$ cat src/rtl/lcd_vframe_pkg.sv
package lcd_vframe_pkg;

  localparam int VF_BP_W  = 8;
  localparam int VF_FP_W  = 8;
  localparam int VF_SW_W  = 6;
  localparam int VF_LN_W  = 10;
  localparam int VF_REG_W = VF_BP_W + VF_FP_W + VF_SW_W + VF_LN_W;

  localparam int VF_MAX_A = (VF_BP_W > VF_FP_W) ? VF_BP_W : VF_FP_W;
  localparam int VF_MAX_B = (VF_SW_W > VF_LN_W) ? VF_SW_W : VF_LN_W;
  localparam int VF_CNT_W = (VF_MAX_A > VF_MAX_B) ? VF_MAX_A : VF_MAX_B;
  localparam int VF_LEN_W = VF_CNT_W + 1;

  typedef enum logic [1:0] {
    PH_SYNC  = 2'd0,
    PH_BACK  = 2'd1,
    PH_ACT   = 2'd2,
    PH_FRONT = 2'd3
  } vf_phase_e;

  // Field order in the packed struct fixes the register bit layout.
  typedef struct packed {
    logic [VF_BP_W-1:0] back;
    logic [VF_FP_W-1:0] front;
    logic [VF_SW_W-1:0] sync_m1;
    logic [VF_LN_W-1:0] lines_m1;
  } vf_cfg_t;

  function automatic vf_cfg_t vf_unpack(input logic [VF_REG_W-1:0] word);
    return vf_cfg_t'(word);
  endfunction

  // Number of lines spent in a phase under a given setting.
  function automatic logic [VF_LEN_W-1:0] vf_phase_len(input vf_phase_e ph,
                                                       input vf_cfg_t c);
    logic [VF_LEN_W-1:0] one;
    one = VF_LEN_W'(1);
    case (ph)
      PH_SYNC: return VF_LEN_W'(c.sync_m1) + one;
      PH_BACK: return VF_LEN_W'(c.back);
      PH_ACT:  return VF_LEN_W'(c.lines_m1) + one;
      default: return VF_LEN_W'(c.front);
    endcase
  endfunction

  function automatic vf_phase_e vf_succ(input vf_phase_e ph);
    case (ph)
      PH_SYNC: return PH_BACK;
      PH_BACK: return PH_ACT;
      PH_ACT:  return PH_FRONT;
      default: return PH_SYNC;
    endcase
  endfunction

  // Successor that skips a zero-length porch; sync and active are never empty.
  function automatic vf_phase_e vf_next_live(input vf_phase_e ph, input vf_cfg_t c);
    vf_phase_e s;
    s = vf_succ(ph);
    if (vf_phase_len(s, c) == '0) s = vf_succ(s);
    return s;
  endfunction

endpackage

$ cat src/rtl/lcd_vframe_regs.sv
module lcd_vframe_regs
  import lcd_vframe_pkg::*;
(
  input  logic                clk,
  input  logic                rst_n,
  input  logic                cfg_we,
  input  logic [VF_REG_W-1:0] cfg_wdata,
  input  logic                passive_mode,
  input  logic                load_evt,
  output logic [VF_REG_W-1:0] cfg_rdata,
  output vf_cfg_t             cfg_act,
  output logic                pas_act
);

  logic [VF_REG_W-1:0] live_q;

  always_ff @(posedge clk) begin
    if (!rst_n) begin
      live_q <= '0;
    end else if (cfg_we) begin
      live_q <= cfg_wdata;
    end
  end

  // Working copy used by the sequencer; refreshed only at a frame boundary.
  always_ff @(posedge clk) begin
    if (!rst_n) begin
      cfg_act <= '0;
      pas_act <= 1'b0;
    end else if (load_evt) begin
      cfg_act <= vf_unpack(live_q);
      pas_act <= passive_mode;
    end
  end

  assign cfg_rdata = live_q;

  assert_readback_R1: assert property (@(posedge clk) disable iff (!rst_n)
    cfg_we |=> (cfg_rdata == $past(cfg_wdata)));

  assert_shadow_hold_R10: assert property (@(posedge clk) disable iff (!rst_n)
    !load_evt |=> ($stable(cfg_act) && $stable(pas_act)));

endmodule

$ cat src/rtl/lcd_vframe_seq.sv
module lcd_vframe_seq
  import lcd_vframe_pkg::*;
(
  input  logic                clk,
  input  logic                rst_n,
  input  logic                line_stb,
  input  vf_cfg_t             cfg,
  output vf_phase_e           phase,
  output logic [VF_CNT_W-1:0] cnt,
  output logic                wrap_evt,
  output logic                act_entry_evt
);

  logic [VF_LEN_W-1:0] cur_len;
  logic                at_last;
  logic                advance;
  vf_phase_e           nxt_phase;

  always_comb begin
    cur_len       = vf_phase_len(phase, cfg);
    at_last       = (VF_LEN_W'(cnt) + VF_LEN_W'(1)) >= cur_len;
    nxt_phase     = vf_next_live(phase, cfg);
    advance       = line_stb && at_last;
    wrap_evt      = advance && (nxt_phase == PH_SYNC);
    act_entry_evt = advance && (nxt_phase == PH_ACT);
  end

  always_ff @(posedge clk) begin
    if (!rst_n) begin
      phase <= PH_SYNC;
      cnt   <= '0;
    end else if (line_stb) begin
      if (at_last) begin
        phase <= nxt_phase;
        cnt   <= '0;
      end else begin
        cnt   <= cnt + 1'b1;
      end
    end
  end

  assert_cnt_in_phase_R3: assert property (@(posedge clk) disable iff (!rst_n)
    VF_LEN_W'(cnt) < cur_len);

  assert_hold_no_stb_R9: assert property (@(posedge clk) disable iff (!rst_n)
    !line_stb |=> ($stable(phase) && $stable(cnt)));

endmodule

$ cat src/rtl/lcd_vframe_gen.sv
module lcd_vframe_gen
  import lcd_vframe_pkg::*;
(
  input  logic        clk,
  input  logic        rst_n,
  input  logic        line_stb,
  input  logic        passive_mode,
  input  logic        cfg_we,
  input  logic [31:0] cfg_wdata,
  output logic [31:0] cfg_rdata,
  output logic        vsync,
  output logic        vactive,
  output logic        frame_start,
  output logic [9:0]  line_idx
);

  vf_cfg_t             cfg_act;
  logic                pas_act;
  vf_phase_e           phase;
  logic [VF_CNT_W-1:0] cnt;
  logic                wrap_evt;
  logic                act_entry_evt;
  logic                fs_q;

  lcd_vframe_regs u_regs (
    .clk          (clk),
    .rst_n        (rst_n),
    .cfg_we       (cfg_we),
    .cfg_wdata    (cfg_wdata),
    .passive_mode (passive_mode),
    .load_evt     (wrap_evt),
    .cfg_rdata    (cfg_rdata),
    .cfg_act      (cfg_act),
    .pas_act      (pas_act)
  );

  lcd_vframe_seq u_seq (
    .clk           (clk),
    .rst_n         (rst_n),
    .line_stb      (line_stb),
    .cfg           (cfg_act),
    .phase         (phase),
    .cnt           (cnt),
    .wrap_evt      (wrap_evt),
    .act_entry_evt (act_entry_evt)
  );

  always_ff @(posedge clk) begin
    if (!rst_n) fs_q <= 1'b0;
    else        fs_q <= act_entry_evt;
  end

  assign vsync       = (phase == PH_SYNC) && !pas_act;
  assign vactive     = (phase == PH_ACT);
  assign line_idx    = vactive ? cnt[VF_LN_W-1:0] : '0;
  assign frame_start = fs_q;

  assert_fs_single_R8: assert property (@(posedge clk) disable iff (!rst_n)
    frame_start |=> !frame_start);

  assert_fs_at_first_line_R8: assert property (@(posedge clk) disable iff (!rst_n)
    frame_start |-> (vactive && line_idx == '0));

  assert_idx_bound_R7: assert property (@(posedge clk) disable iff (!rst_n)
    vactive |-> (line_idx <= cfg_act.lines_m1));

  assert_vsync_on_stb_R5: assert property (@(posedge clk) disable iff (!rst_n)
    $rose(vsync) |-> $past(line_stb));

endmodule

$ cat config.mk
export PLATFORM = sky130hd
export DESIGN_NAME = lcd_vframe_gen
export DESIGN_NICKNAME = d
export VERILOG_FILES = /design/src/rtl/lcd_vframe_pkg.sv /design/src/rtl/lcd_vframe_regs.sv /design/src/rtl/lcd_vframe_seq.sv /design/src/rtl/lcd_vframe_gen.sv
export SDC_FILE = /design/constraint.sdc
export NUM_CORES = 1
export LEC_CHECK = 0
export BUFFER_PORTS_ARGS = -buffer_cell sky130_fd_sc_hd__buf_2
export CORE_MARGIN = 2
export CORE_UTILIZATION = 50
export CTS_CLUSTER_SIZE = 20
export DETAILED_ROUTE_END_ITERATION = 16
export GPL_TIMING_DRIVEN = 0
export PLACE_DENSITY = 0.77
export SYNTH_ARGS = -nofsm -noshare
export SYNTH_HDL_FRONTEND = slang
export SYNTH_SLANG_ARGS = --single-unit
$ cat constraint.sdc
create_clock -name clk -period 4 [get_ports clk]
set_clock_uncertainty 0.05 [all_clocks]
set_input_delay 0.8 -clock clk [delete_from_list [all_inputs] [get_ports clk]]
set_output_delay 0.8 -clock clk [all_outputs]
set_load 0.02 [all_outputs]
==> summary.txt <==
STA
  • Slew HR: 52.8%
  • Worst Tran Pin Value: 708 ps
  • Hold Fails Final Rpt: 0
  • Hold_ws: 423 ps
  • Max Fclk: around 260 MHz
  • # setup viols final: 0
  • Crit share post-route: between 90% and 100%
  • Final setup margin: between 200 and 250 ps
  • Final Max Tran Viols: 0
  • Minimum clock period: around 3800 ps
  • Unrepaired setup endpoints after global routing: false

CTS
  • Clock buffer depth: 2
  • CTS tree: done
  • Clock latency on the worst-skew pair: around 370 ps
  • # hold bufs at CTS: 0
  • H-Tree Depth: 3
  • Root buffer selected by CTS: clkbuf_8
  • Clock-pin slew on the worst setup and hold paths: 100 ps
  • Clk sinks: 78
  • CTS buffer count: 9

Die
  • Die footprint: 9370 sq um
  • Initial core utilization: 51.9%
  • Row cnt: 33
  • Die H: approximately 97 um
  • IO Pins: 82
  • Die width: 96.8 um
  • Core Area: ~8300 sq um

Min path
  • Hold Path Class: flip-flop to flip-flop
  • Hold Path End: u_regs.pas_act
  • Worst hold path startpoint: u_regs.pas_act
  • Worst hold path depth: 2

Placement
  • Final GP Congestion: 0.912
  • Hpwl dp: between 8000 and 9000 um
  • DP Worst Slack: -318 ps
  • Instance area after placement: 4840 sq um
  • Port Buffers: 80

Finish
  • Layout cells sized above 1: 24.9%
  • Area Growth Syn to Fin: 17.7%
  • Multi-input gate area: ~2400 sq um
  • Fin area: a little over 5000 sq um
  • Nets: 623
  • N_diodes: 0
  • FF+latch area: 1560 sq um
  • Fillers: ~750

Global routing
  • Total grt overflow: 0
  • Gr usage total: a little under a quarter
  • Antenna violations before repair: 0
  • Largest net degree at the start of global routing: 17
  • GR peak layer: met2
  • Met2 usage: 38.5%
  • Vias in the first global route: 3700
  • First-pass GRT wire length: 17600 um
  • Met3 Track Usage GR: 4.77%
  • Met1 usage: 29.1%

Power and ir drop
  • Pwr Density: 519 nW/um^2
  • Leak Pwr: 2.24 nW
  • Worst VDD drop: 314 uV

Logic synthesis
  • Ys flop type: dfxtp_1
  • Sequential share of the synthesized area: a little over a third
  • Synthesized area: 4310 sq um
  • Syn Area/Cell: 9.04 sq um
  • EDFF count, synth: 0
  • Async S/R FF share, synth: 0%
  • Yosys warnings: 0
  • Syn Nets: between 500 and 600
  • Unique masters post-synth: 61
  • #FFs+latches synth: roughly 80
  • Gate Count Post-Synth: 476

Critical path
  • Critical Path Slowest Stage Cell: dfxtp_2
  • Critical Path RT: roughly 4200 ps
  • Setup crit end kind: flip-flop
  • Most frequent CP cell: a21o_1
  • Worst reg2reg setup slack: 220 ps
  • Critical path launch point type: flip-flop
  • Critical Path, Cell by Cell: ha_2 > nand3_2 > nor3_2 > xnor2_2 > a222oi_1 > mux2_2 > ha_1 > and4_1 > o21ai_0 > o221ai_1 > a21o_1 > a21o_1 > clkbuf_1 > nand2_1 > o311a_1
  • Depth of the most critical reg-to-reg path: 15
  • CP Max Fanout: 10
  • WS Path Type: flip-flop to flip-flop
  • Worst reg2reg path endpoint: u_seq.phase[1]
  • CP peak stage delay: 390 ps
  • Worst EP arrival: 3970 ps
  • Worst flop-to-flop path startpoint: u_regs.cfg_act[1]

Detailed routing
  • Final wirelength: 10600 um
  • 1st-iter DRT viols: about 230
  • Pre-antenna DRT Iters: 5
  • Via count: approximately 3800
  • DRC: 0
  • Vias per inst: 5.63
  • ANT nets after route: 0
  • WL/cell: 15.7 um

Run
  • Max-cap violations: 0

Status
  • Outcome: completed
==> worst max path at each step <==
stage | slack [ps] | depth (start not counted) | start | endpoint
after floorplan | 510 | 13 | u_regs.cfg_act[1] | u_regs.cfg_act[0]
after detailed placement | -320 | 13 | u_regs.cfg_act[1] | u_regs.cfg_act[5]
after global placement | -260 | 13 | u_regs.cfg_act[1] | u_regs.cfg_act[0]
final | 220 | 15 | u_regs.cfg_act[1] | u_seq.phase[1]
after global routing | 30 | 15 | u_regs.cfg_act[1] | u_seq.phase[1]
after CTS | 30 | 14 | u_regs.cfg_act[1] | u_regs.cfg_act[5]
==> cell usage in the layout (no fill, tap or decap), types with 3 or more instances in the layout <==
cell,count
a222oi_1,6
nand3_2,3
xnor2_1,13
and2_1,11
clkbuf_1,8
ha_1,19
inv_1,72
clkbuf_8,9
buf_6,3
buf_1,7
a21o_1,3
o32ai_2,8
nor2_1,39
inv_6,3
buf_2,83
dfxtp_1,76
a32o_1,7
xor2_1,9
nor4_1,3
nor2b_1,4
o21ai_0,18
nand2_1,16
nor3b_1,7
a21oi_1,4
and3_1,7
nor3_1,7
o32ai_1,25
mux2i_1,33
nand3_1,8
==> report_power, final <==
part	internal (W)	switching (W)	leakage [nW]
clock network	0.000241	0.000339	0.0984
registers	0.000844	0.0000657	0.637
logic	0.000434	0.000708	1.51
==> cells by family (layout without fill, tap and decap cells) <==
| logic type | Yosys count | count (layout) | synth area share (%) |
|---|---|---|---|
| fa+ha+maj | 20 | 20 | 5.81 |
| simple gates | 123 | 123 | 15.2 |
| buf+inv | 99 | 194 | 9.30 |
| flops | 78 | 78 | 36.3 |
| compound gates | 97 | 97 | 20.1 |
| mux | 36 | 36 | 8.72 |
| xor+xnor | 23 | 23 | 4.68 |
==> layer usage <==
metal	vias up	wire length, um
met4	0	206
met1	1817	4820
met5	-	0
li1	1869	-
met2	102	5140
met3	19	467
==> per-stage QoR <==
| stage | cells | setup TNS [ps] | utilization, % | power [W] |
|---|---|---|---|---|
| after floorplan | 476 | 0 | - | 0.00176 |
| after global routing | 676 | 0 | 61.1 | 0.00280 |
| after detailed placement | 661 | -6080 | 58.3 | 0.00204 |
| after global placement | 661 | -5150 | 58.3 | 0.00201 |
| after CTS | 677 | 0 | 60.9 | 0.00263 |
| final | 676 | 0 | 61.1 | 0.00263 |
==> state kept, by name, summed over array words and instances (netlist names) <==
signal,flops
u_regs.cfg_act,32
u_regs.cfg_rdata,32
u_seq.cnt,10
u_seq.phase,2
frame_start,1
u_regs.pas_act,1
==> cell usage after synthesis (all sizes together) (4+ instances only) <==
cell type | count | share of area, %
a21o | 4 | 0.73
a21oi | 5 | 0.84
a222oi | 6 | 1.4
a32o | 7 | 1.6
and2 | 11 | 1.6
and3 | 8 | 1.2
buf | 15 | 2.0
clkbuf | 12 | 1.0
dfxtp | 78 | 36
ha | 20 | 5.8
inv | 72 | 6.3
mux2i | 34 | 8.2
nand2 | 17 | 1.5
nand3 | 11 | 1.4
nor2 | 39 | 3.4
nor2b | 4 | 0.58
nor3 | 9 | 1.0
nor3b | 7 | 1.2
o21ai | 19 | 2.3
o32ai | 33 | 8.1
xnor2 | 14 | 2.8
xor2 | 9 | 1.8
==> layout make-up <==
class | count | share of cell area, %
Buffer | 26 | 2.72
Clock buffer | 9 | 2.44
Clock inverter | 7 | 1.23
Inverter | 72 | 5.33
Multi-Input combinational cell | 299 | 46.9
Sequential cell | 78 | 30.9
Tap cell | 105 | 2.59
Timing Repair Buffer | 80 | 7.90
==> what timing repair did <==
| action | CTS | global route |
|---|---|---|
| setup buffers | 0 | 0 |
| endpoints found under the setup margin | 32 | 41 |
| pin swaps | 0 | 2 |
| gates resized for setup | 9 | 8 |
| hold endpoints to repair | 0 | 0 |
==> worst max-delay path, delay by kind of cell (launching register included) <==
kind            cells  cell delay (ps)
compound gates      6             1160
xor+xnor            1              210
fa+ha+maj           2              540
buf+inv             1              340
flops               1              390
mux                 1              310
simple gates        4              660
Power figures use the tool's default switching activity.
